<file path="config.mk">
export PLATFORM = sky130hd
export DESIGN_NAME = i2c_addr_engine
export DESIGN_NICKNAME = d
export VERILOG_FILES = /design/src/rtl/i2c_ad_pkg.sv /design/src/rtl/i2c_bus_cond.sv /design/src/rtl/i2c_addr_cmp.sv /design/src/rtl/i2c_byte_sr.sv /design/src/rtl/i2c_addr_engine.sv
export SDC_FILE = /design/constraint.sdc
export NUM_CORES = 1
export LEC_CHECK = 0
export CAP_MARGIN = 25
export CORE_MARGIN = 1
export CORE_UTILIZATION = 51
export CTS_CLUSTER_SIZE = 20
export DETAILED_ROUTE_END_ITERATION = 12
export GPL_TIMING_DRIVEN = 0
export PLACE_DENSITY = 0.74
export SYNTH_ARGS = -nofsm -noshare
export SYNTH_HDL_FRONTEND = slang
export SYNTH_SLANG_ARGS = --single-unit
export TNS_END_PERCENT = 1
</file>
<file path="constraint.sdc">
create_clock -name clk -period 2.33 [get_ports clk]
set_input_delay 0.699 -clock clk [delete_from_list [all_inputs] [get_ports clk]]
set_output_delay 0.699 -clock clk [all_outputs]
set_load 0.02 [all_outputs]
</file>
<file path="src/rtl/i2c_ad_pkg.sv">
package i2c_ad_pkg;
  localparam int BYTE_W = 8;
  localparam logic [4:0] TEN_PREFIX = 5'b11110;

  typedef enum logic [2:0] {
    ST_IDLE,
    ST_ADDR1,
    ST_ADDR2,
    ST_DATA,
    ST_READ,
    ST_SKIP
  } ad_state_t;
endpackage

</file>
<file path="src/rtl/i2c_bus_cond.sv">
module i2c_bus_cond #(
  parameter int STAGES = 2
) (
  input  logic clk,
  input  logic rst_n,
  input  logic scl_i,
  input  logic sda_i,
  output logic scl_lvl,
  output logic scl_rise,
  output logic scl_fall,
  output logic start_evt,
  output logic stop_evt
);
  logic [STAGES-1:0] scl_sh, sda_sh;
  logic scl_d, sda_d, sda_lvl;

  generate
    if (STAGES == 1) begin : g_one
      always_ff @(posedge clk or negedge rst_n) begin
        if (!rst_n) begin
          scl_sh <= '1;
          sda_sh <= '1;
        end else begin
          scl_sh <= scl_i;
          sda_sh <= sda_i;
        end
      end
    end else begin : g_chain
      always_ff @(posedge clk or negedge rst_n) begin
        if (!rst_n) begin
          scl_sh <= '1;
          sda_sh <= '1;
        end else begin
          scl_sh <= {scl_sh[STAGES-2:0], scl_i};
          sda_sh <= {sda_sh[STAGES-2:0], sda_i};
        end
      end
    end
  endgenerate

  always_ff @(posedge clk or negedge rst_n) begin
    if (!rst_n) begin
      scl_d <= 1'b1;
      sda_d <= 1'b1;
    end else begin
      scl_d <= scl_lvl;
      sda_d <= sda_lvl;
    end
  end

  assign scl_lvl   = scl_sh[STAGES-1];
  assign sda_lvl   = sda_sh[STAGES-1];
  assign scl_rise  = scl_lvl & ~scl_d;
  assign scl_fall  = ~scl_lvl & scl_d;
  assign start_evt = scl_lvl & scl_d & sda_d & ~sda_lvl;
  assign stop_evt  = scl_lvl & scl_d & ~sda_d & sda_lvl;
endmodule

</file>
<file path="src/rtl/i2c_addr_cmp.sv">
module i2c_addr_cmp
  import i2c_ad_pkg::*;
#(
  parameter int ADDR_W = 10
) (
  input  logic [BYTE_W-1:0] byte_i,
  input  logic [ADDR_W-1:0] own_i,
  output logic              hit7_o,
  output logic              gc_o,
  output logic              pfx_o,
  output logic              low_o
);
  localparam int PFX_W = ADDR_W - BYTE_W;

  assign hit7_o = (byte_i[7:1] == own_i[6:0]);
  assign gc_o   = (byte_i[7:1] == 7'd0);
  assign pfx_o  = (byte_i[7:3] == TEN_PREFIX) && (byte_i[PFX_W:1] == own_i[ADDR_W-1:BYTE_W]);
  assign low_o  = (byte_i == own_i[BYTE_W-1:0]);
endmodule

</file>
<file path="src/rtl/i2c_byte_sr.sv">
module i2c_byte_sr
  import i2c_ad_pkg::*;
(
  input  logic              clk,
  input  logic              rst_n,
  input  logic              scl_lvl,
  input  logic              scl_rise,
  input  logic              scl_fall,
  input  logic              bus_evt,
  input  logic              shift_en,
  input  logic              sda_bit,
  input  logic              ack_want,
  output logic              byte_done,
  output logic [BYTE_W-1:0] byte_val,
  output logic              sda_pull
);
  localparam int CW = $clog2(BYTE_W + 2);
  localparam logic [CW-1:0] LAST_BIT = CW'(BYTE_W - 1);
  localparam logic [CW-1:0] ACK_WAIT = CW'(BYTE_W);
  localparam logic [CW-1:0] ACK_SLOT = CW'(BYTE_W + 1);

  logic [BYTE_W-1:0] sh;
  logic [CW-1:0]     cnt;
  logic              ack_q;

  assign byte_done = scl_rise && shift_en && (cnt == LAST_BIT);
  assign byte_val  = {sh[BYTE_W-2:0], sda_bit};

  always_ff @(posedge clk or negedge rst_n) begin
    if (!rst_n) begin
      sh       <= '0;
      cnt      <= '0;
      ack_q    <= 1'b0;
      sda_pull <= 1'b0;
    end else if (bus_evt) begin
      cnt      <= '0;
      sda_pull <= 1'b0;
    end else if (scl_rise && shift_en && (cnt < ACK_WAIT)) begin
      sh <= byte_val;
      if (cnt == LAST_BIT) begin
        cnt   <= ACK_WAIT;
        ack_q <= ack_want;
      end else begin
        cnt <= cnt + 1'b1;
      end
    end else if (scl_fall && (cnt == ACK_WAIT)) begin
      sda_pull <= ack_q;
      cnt      <= ACK_SLOT;
    end else if (scl_fall && (cnt == ACK_SLOT)) begin
      sda_pull <= 1'b0;
      cnt      <= '0;
    end
  end

  p_cnt_range_r12: assert property (@(posedge clk) disable iff (!rst_n)
    cnt <= ACK_SLOT);
  p_pull_rise_low_r12: assert property (@(posedge clk) disable iff (!rst_n)
    $rose(sda_pull) |-> !scl_lvl);
  p_pull_fall_evt_r12: assert property (@(posedge clk) disable iff (!rst_n)
    $fell(sda_pull) |-> $past(scl_fall || bus_evt));
endmodule

</file>
<file path="src/rtl/i2c_addr_engine.sv">
module i2c_addr_engine
  import i2c_ad_pkg::*;
#(
  parameter int ADDR_W      = 10,
  parameter int SYNC_STAGES = 2
) (
  input  logic              clk,
  input  logic              rst_n,
  input  logic              scl_in,
  input  logic              sda_in,
  input  logic [ADDR_W-1:0] own_addr,
  input  logic              ten_bit_en,
  input  logic              rx_full,
  input  logic              host_nack,
  output logic              sda_pull,
  output logic              match_stb,
  output logic              match_rd,
  output logic              gen_call,
  output logic              rx_valid,
  input  logic              rx_ready,
  output logic [BYTE_W-1:0] rx_data
);
  logic scl_lvl, scl_rise, scl_fall, start_evt, stop_evt, bus_evt;
  logic byte_done, shift_en, ack_want;
  logic [BYTE_W-1:0] byte_val;
  logic hit7, gc_hit, pfx_hit, low_hit;
  ad_state_t state, nxt;
  logic ten_seen, rw;
  logic stb, stb_rd, stb_gc, set_ten, clr_ten, deliver;

  i2c_bus_cond #(.STAGES(SYNC_STAGES)) u_cond (
    .clk(clk), .rst_n(rst_n), .scl_i(scl_in), .sda_i(sda_in),
    .scl_lvl(scl_lvl), .scl_rise(scl_rise), .scl_fall(scl_fall),
    .start_evt(start_evt), .stop_evt(stop_evt)
  );

  assign bus_evt  = start_evt | stop_evt;
  assign shift_en = (state == ST_ADDR1) || (state == ST_ADDR2) || (state == ST_DATA);

  i2c_byte_sr u_sr (
    .clk(clk), .rst_n(rst_n), .scl_lvl(scl_lvl), .scl_rise(scl_rise),
    .scl_fall(scl_fall), .bus_evt(bus_evt), .shift_en(shift_en),
    .sda_bit(sda_in), .ack_want(ack_want), .byte_done(byte_done),
    .byte_val(byte_val), .sda_pull(sda_pull)
  );

  i2c_addr_cmp #(.ADDR_W(ADDR_W)) u_cmp (
    .byte_i(byte_val), .own_i(own_addr), .hit7_o(hit7), .gc_o(gc_hit),
    .pfx_o(pfx_hit), .low_o(low_hit)
  );

  assign rw = byte_val[0];

  always_comb begin
    nxt      = state;
    ack_want = 1'b0;
    stb      = 1'b0;
    stb_rd   = 1'b0;
    stb_gc   = 1'b0;
    set_ten  = 1'b0;
    clr_ten  = 1'b0;
    deliver  = 1'b0;
    case (state)
      ST_ADDR1: begin
        if (gc_hit && !rw) begin
          clr_ten = 1'b1;
          if (!rx_full) begin
            ack_want = 1'b1; stb = 1'b1; stb_gc = 1'b1; nxt = ST_DATA;
          end else begin
            nxt = ST_SKIP;
          end
        end else if (!ten_bit_en) begin
          if (hit7 && rw) begin
            ack_want = 1'b1; stb = 1'b1; stb_rd = 1'b1; nxt = ST_READ;
          end else if (hit7 && !rx_full) begin
            ack_want = 1'b1; stb = 1'b1; nxt = ST_DATA;
          end else begin
            nxt = ST_SKIP;
          end
        end else if (pfx_hit && !rw) begin
          clr_ten = 1'b1; ack_want = 1'b1; nxt = ST_ADDR2;
        end else if (pfx_hit && ten_seen) begin
          ack_want = 1'b1; stb = 1'b1; stb_rd = 1'b1; nxt = ST_READ;
        end else begin
          clr_ten = 1'b1; nxt = ST_SKIP;
        end
      end
      ST_ADDR2: begin
        if (low_hit && !rx_full) begin
          ack_want = 1'b1; stb = 1'b1; set_ten = 1'b1; nxt = ST_DATA;
        end else begin
          nxt = ST_SKIP;
        end
      end
      ST_DATA: begin
        if (!host_nack && !(rx_valid && !rx_ready)) begin
          ack_want = 1'b1; deliver = 1'b1;
        end
      end
      default: ;
    endcase
  end

  always_ff @(posedge clk or negedge rst_n) begin
    if (!rst_n) begin
      state     <= ST_IDLE;
      ten_seen  <= 1'b0;
      match_stb <= 1'b0;
      match_rd  <= 1'b0;
      gen_call  <= 1'b0;
      rx_valid  <= 1'b0;
      rx_data   <= '0;
    end else begin
      match_stb <= 1'b0;
      if (rx_valid && rx_ready) rx_valid <= 1'b0;
      if (stop_evt) begin
        state    <= ST_IDLE;
        ten_seen <= 1'b0;
      end else if (start_evt) begin
        state <= ST_ADDR1;
      end else if (byte_done) begin
        state <= nxt;
        if (set_ten) ten_seen <= 1'b1;
        else if (clr_ten) ten_seen <= 1'b0;
        if (stb) begin
          match_stb <= 1'b1;
          match_rd  <= stb_rd;
          gen_call  <= stb_gc;
        end
        if (deliver) begin
          rx_valid <= 1'b1;
          rx_data  <= byte_val;
        end
      end
    end
  end

  p_start_decode_r1: assert property (@(posedge clk) disable iff (!rst_n)
    start_evt && !stop_evt |=> state == ST_ADDR1);
  p_stop_release_r2: assert property (@(posedge clk) disable iff (!rst_n)
    stop_evt |=> (state == ST_IDLE) && !sda_pull);
  p_stb_pulse_r3: assert property (@(posedge clk) disable iff (!rst_n)
    match_stb |=> !match_stb);
  p_full_refuse_r8: assert property (@(posedge clk) disable iff (!rst_n)
    match_stb && !match_rd |-> $past(!rx_full));
  p_hold_stable_r11: assert property (@(posedge clk) disable iff (!rst_n)
    rx_valid && !rx_ready |=> rx_valid && $stable(rx_data));
endmodule

</file>
After elaboration in Yosys (flattened, before gate mapping). Cells that the tools add are included.

Input bits: 18. Register bits after elaboration: 35. Word-level logic and storage cells: 142.

Reduce and logical (&&, ||, !) cells: 36. Mux-type cells: 62. Order comparisons: 1. Equal/unequal tests: 12. Add/subtract/negate cells: 1. Bitwise operators: 15.

Operators by type and width (count): 1-bit two-way mux (44); 3-bit two-way mux (10); 4-bit two-way mux (5); 1-bit logical AND (15); 3-bit nonzero test (3); 4-bit == test (second input constant) (2); 8-bit == test (1); 4-bit AND reduction (2); 4-bit nonzero test (2); 1-bit bitwise AND (7); 7-bit == test (1); 7-bit logical NOT (1); 1-bit inverter (7); 3-bit by 2-bit == test with 1-bit output (second input constant) (2); 3-bit case mux with 2 select lines (1); 2-bit AND reduction (3); 3-bit AND reduction (2); 5-bit == test (second input constant) (1); 1-bit logical NOT (5); 4-bit by 1-bit adder with 4-bit output (second input constant) (1); 4-bit by 3-bit == test with 1-bit output (second input constant) (1); 4-bit less-than comparator (second input constant) (1); 3-bit by 1-bit == test with 1-bit output (second input constant) (1); 1-bit case mux with 3 select lines (1); 7 further kinds (8).

Depth between registers and ports, before layout.
Depth in word-level cells: 13. Gate-level depth with buffers: 7. Gate-level depth less buffers: 7.

By module. Synthesis repeated with hierarchy kept, for this count alone.

Cell total of the unflattened synthesis: 174. Area total of the unflattened synthesis: 1964.4 sq um.

By module, submodules not included: i2c_addr_engine (area each 918.4 sq um, cells each 86, instances 1); i2c_byte_sr (area each 645.6 sq um, cells each 52, instances 1); i2c_addr_cmp (area each 210.2 sq um, cells each 26, instances 1); i2c_bus_cond (area each 190.2 sq um, cells each 10, instances 1).

Least setup slack after synthesis. No wires, ideal clock.

Path type: in2reg. From: input port sda_in. To: register u_sr.ack_q. Arrival time: 1.684 ns. Buffers on the path: 0. Cell stages on the path: 5. Setup slack: 0.520 ns. Cell sequence: nor4_4 -> nand2_1 -> nand2_1 -> o31ai_4 -> o32a_1.

Cells in the longest elaborated chain, start to end: 6. Elaborated cells between the ends (all ways): 12.

RTL lines: start: declaration (RTL line i2c_addr_engine.sv:10) `input logic sda_in,`; 1-bit logical NOT (RTL line i2c_addr_engine.sv:65, i2c_addr_engine.sv:80); 1-bit logical AND (RTL line i2c_addr_engine.sv:80) `end else if (pfx_hit && !rw) begin`; 1-bit two-way mux (RTL line i2c_addr_engine.sv:80); 1-bit two-way mux (RTL line i2c_addr_engine.sv:72) `end else if (!ten_bit_en) begin`; 1-bit two-way mux (RTL line i2c_addr_engine.sv:65) `if (gc_hit && !rw) begin`; 1-bit case mux with 3 select lines (*) (RTL line i2c_addr_engine.sv:63) `case (state)`; end signal: assignment (RTL line i2c_byte_sr.sv:42) `ack_q <= ack_want;`; end: declaration (RTL line i2c_byte_sr.sv:24) `logic ack_q;`.

Mark *: on every way between the ends. The rest lies on a longest branch, timed or not. A chain may end at the register's enable or synchronous reset.

Worst setup path in the final report.
From: input port own_addr[5]. To: register match_rd.

Cells in the longest elaborated chain, start to end: 8. Elaborated cells between the ends (all ways): 16.

RTL lines: start: declaration (RTL line i2c_addr_engine.sv:11) `input logic [ADDR_W-1:0] own_addr,`; 7-bit == test (RTL line i2c_addr_cmp.sv:15) `assign hit7_o = (byte_i[7:1] == own_i[6:0]);`; 1-bit logical AND (RTL line i2c_addr_engine.sv:75) `end else if (hit7 && !rx_full) begin`; 1-bit two-way mux (RTL line i2c_addr_engine.sv:75); 1-bit two-way mux (RTL line i2c_addr_engine.sv:73) `if (hit7 && rw) begin`; 1-bit two-way mux (RTL line i2c_addr_engine.sv:72); 1-bit two-way mux (RTL line i2c_addr_engine.sv:65); 1-bit case mux with 2 select lines (RTL line i2c_addr_engine.sv:63); 4-bit AND reduction (no line); end signal: assignment (RTL line i2c_addr_engine.sv:127) `match_rd <= stb_rd;`; end: declaration (RTL line i2c_addr_engine.sv:17) `output logic match_rd,`.

Parallel ways exist; a longest one is shown, timed or not.

==> results.md <==
- The root buffer selected by CTS is sky130_fd_sc_hd__clkbuf_8.
- In this run the critical register-to-register path is launched from u_cond.scl_sh[1].
- The post-synthesis area per instance is between 10 and 15 sq um.
- The number of max-slew violations in the final report is 0.
- TritonCTS built the clock tree.
- The worst hold path passes through 0 cells.
- In this run the tightest slew margin relative to its limit is 0.490.
- The worst setup path is of the input pin to flop kind.
- Prior to clock tree synthesis, the placed netlist has a worst setup slack of -0.318 ns.
- The async set-or-reset flop fraction in the synthesized netlist is 1.00.
- The power density of the placed cells is 804 mW/mm^2.
- In the synthesized netlist the dominant register cell turns out to be sky130_fd_sc_hd__dfrtp_1.
- The max-cap violation count is 0.
- The via-per-instance ratio is between 5 and 6.
- The violation count after the first detailed-routing iteration is approximately 110.
- The vertical extent of the die is 65.8 um.
- The maximum count of clock buffers along a single path is 2.
- The count of final hold-check violations is 0.
- VDD sags by at most approximately 0.00083 V.
- The post-detailed-route count of antenna-violating nets is 0.
- The endpoint of the worst-slack reg-to-reg timing path is state[1].
- The maximum clock rate is 472 MHz.
- The number of nets handed over by synthesis was 200.
- STA classifies the critical path endpoint as a flop.
- The leakage power summed over all cells is 1.08 nW.
- Of the synthesized area, sequential elements account for 0.425.
- The arrival time of the worst setup path is 2.29 ns.
- The layout-stage area growth over the synthesis result is 21.1%.
- The number of buffer cells added on primary ports is 30.
- The first-pass detailed-route iteration total is 4.
- The starting utilization of the core area is 0.551.
- The core region area is around 0.0038 sq mm.
- In this run the count of I/O pins placed on the die edge is 31.
- The remaining global-route overflow is 0.
- Along the worst path, the maximum fanout reaches 4.
- The final setup skew is 0.00593 ns.
- The setup check on the worst reg-to-reg path leaves a slack of 0.35 ns.
- Setup violations remaining at the end of the flow were counted as 0.
- The maximum number of pins on one net before global-route repair is 36.
- The number of synthesized register bits is 35.
- The initialized floorplan defines 22 standard-cell rows.
- The layout filler cell count is 287.
- 0 antenna diodes ended up in the layout.
- The distinct cell type count of the synthesized netlist is 51.
- The number of sinks driven by the clock tree is 35.
- The tightest min-delay check is of the flop to flop type.
- The number of H-tree levels is 2.
- The number of enable-type register cells in the synthesized netlist is 0.
- The post-synthesis instance total is 179.
- The wire length of the first global-routing pass is 7.27 mm.
- The share of the clock period used by the worst path is 0.910.
- The final net count is 237.
- The number of global-route vias before repair is 1581.
- In the global route stage, overall resource usage came out at 0.225.
- The worst endpoint required time is between 2 and 3 ns.
- Clock latency on the worst-skew pair, taken at its later pin, is ~0.29 ns.
- The wire length per cell after detailed routing is 15.6 um.
- The die covers 0.00433 sq mm.
- The fraction of final layout cells sized beyond drive strength 1 is 0.272.
- Hold repair after CTS inserted 0 buffers.
- The mapped netlist covers between 0.002 and 0.0025 sq mm.
- The number of warning messages in the yosys log is 0.
- The global placement routability congestion is 0.786.
- The worst register-to-register path has a depth of 6.
- The number of setup buffers added after CTS is 0.
- The type of element launching the critical path is an input pin.
- The total wire length after detailed routing is 4.14 mm.
- The clock period could shrink to 2.12 ns.
- The terminating pin of the worst hold path is u_cond.sda_sh[1].
- On the final layout, the worst hold slack is 0.359 ns.
- The number of antenna violations at the first check in global routing came to 0.
- Clock-pin slew was measured on the worst setup and hold paths at 0.07 ns.
- The TritonCTS buffer count is 5.
- The start point of the worst hold path is u_cond.sda_sh[0].
- The width of the die is 65.8 um.
- The transition at the pin with the smallest max-transition slack is 0.766 ns.
- The total number of vias is between 1k and 1.5k.
- The flow ran to the end, and the final reports show no timing, DRC or antenna violations.
- Setup repair after global routing left no endpoint under its margin.
- The post-route DRC violation count is 0.
- The half-perimeter wire length after placement is 3.07 mm.
- The setup slack after layout is between 0.2 and 0.25 ns.
[worst max path at each step]
stage / startpoint / endpoint / slack, ns / depth (start not counted)
2_1_floorplan: sda_in / u_sr.ack_q / 0.52 / 5
3_3_place_gp: sda_in / u_sr.ack_q / -0.31 / 6
3_5_place_dp: sda_in / u_sr.ack_q / -0.32 / 6
4_1_cts: own_addr[5] / gen_call / 0.21 / 6
5_1_grt: own_addr[4] / match_rd / 0.11 / 6
6_report: own_addr[5] / match_rd / 0.21 / 6
[synth_stat cells (all sizes together), types with 6 or more instances]
cell type | n | share of area
dfstp | 6 | 0.076
mux2 | 14 | 0.076
buf | 11 | 0.048
nand4 | 6 | 0.018
nand2 | 17 | 0.032
dfrtp | 29 | 0.35
nor2 | 6 | 0.019
xor2 | 12 | 0.054
o21ai | 10 | 0.024
xnor2 | 7 | 0.033
[registers in the layout (all words and copies together), names as in the netlist]
register and flops:
gen_call 1, match_rd 1, match_stb 1, rx_data 8, rx_valid 1, state 3, ten_seen 1, u_cond.scl_d 1
u_cond.scl_sh 2, u_cond.sda_d 1, u_cond.sda_sh 2, u_sr.ack_q 1, u_sr.cnt 4, u_sr.sda_pull 1, u_sr.sh 7
[critical path, cell delays in order]
cell                              delay [ns]
sky130_fd_sc_hd__clkdlybuf4s50_1        0.54
sky130_fd_sc_hd__xnor2_2                0.13
sky130_fd_sc_hd__nand4_1                0.11
sky130_fd_sc_hd__or4_4                  0.57
sky130_fd_sc_hd__o31ai_4                0.10
sky130_fd_sc_hd__o211ai_1               0.14
[placed cells by master (no fill, tap or decap), types with 5 or more instances in the layout]
master	instances
sky130_fd_sc_hd__a21oi_1	5
sky130_fd_sc_hd__buf_6	6
sky130_fd_sc_hd__clkbuf_8	5
sky130_fd_sc_hd__clkdlybuf4s50_1	28
sky130_fd_sc_hd__dfrtp_1	29
sky130_fd_sc_hd__dfstp_2	6
sky130_fd_sc_hd__inv_1	5
sky130_fd_sc_hd__mux2_2	14
sky130_fd_sc_hd__nand2_1	16
sky130_fd_sc_hd__nand3_1	5
sky130_fd_sc_hd__nand4_1	6
sky130_fd_sc_hd__nor2_1	5
sky130_fd_sc_hd__o21ai_0	10
sky130_fd_sc_hd__xnor2_1	6
sky130_fd_sc_hd__xor2_1	11
[layer usage]
layer,track usage,vias up,wire length (um)
met5,0,-,0
met4,0.0924,0,74
met3,0.0483,5,191
met2,0.386,44,2090
met1,0.271,727,1780
li1,-,719,-
[power by group]
part / internal [W] / total, W / switching [W]
logic: 0.000377 / 0.000820 / 0.000443
clock network: 0.000204 / 0.000431 / 0.000227
registers: 0.000707 / 0.000771 / 0.0000642
total: 0.00129 / 0.00202 / 0.000734
[through the flow]
stage                     std cells  total power [W]   util  setup TNS [ns]  instance area [sq um]
final                           265          0.00202  0.667               0                   2520
after global placement          257          0.00157  0.647           -5.30                   2440
after global routing            265          0.00215  0.667               0                   2520
after CTS                       265          0.00204  0.667               0                   2520
after floorplan                 179          0.00142      -               0                   2080
after detailed placement        257          0.00161  0.645           -1.92                   2430
[cell type report]
type                    instances  area [sq um]  share of cell area
multi-input cells             128          1080               0.428
flip-flops and latches         35           883               0.351
repair buffers                 30           294               0.117
plain buffers                  11           100              0.0398
clock buffers                   5          68.8              0.0273
well taps                      48          60.1              0.0239
inverters                       5          18.8             0.00746
clock inverters                 3          15.0             0.00597
[kinds of logic (layout without fill, tap and decap cells)]
family                   after synthesis  in the layout  synth area share
flip-flops                            35             35             0.425
AO/OA/AOI/OAI                         31             31             0.110
buffers and inverters                 16             54            0.0572
adder cells (fa/ha/maj)                3              3            0.0181
AND/OR/NAND/NOR                       61             61             0.226
XOR/XNOR                              19             19            0.0873
multiplexers                          14             14            0.0759
[repair_timing]
action	CTS	global route
hold endpoints to repair	0	0
gates resized for setup	1	0
endpoints found under the setup margin	3	0
Note: power is estimated with default switching activity, not from simulation.
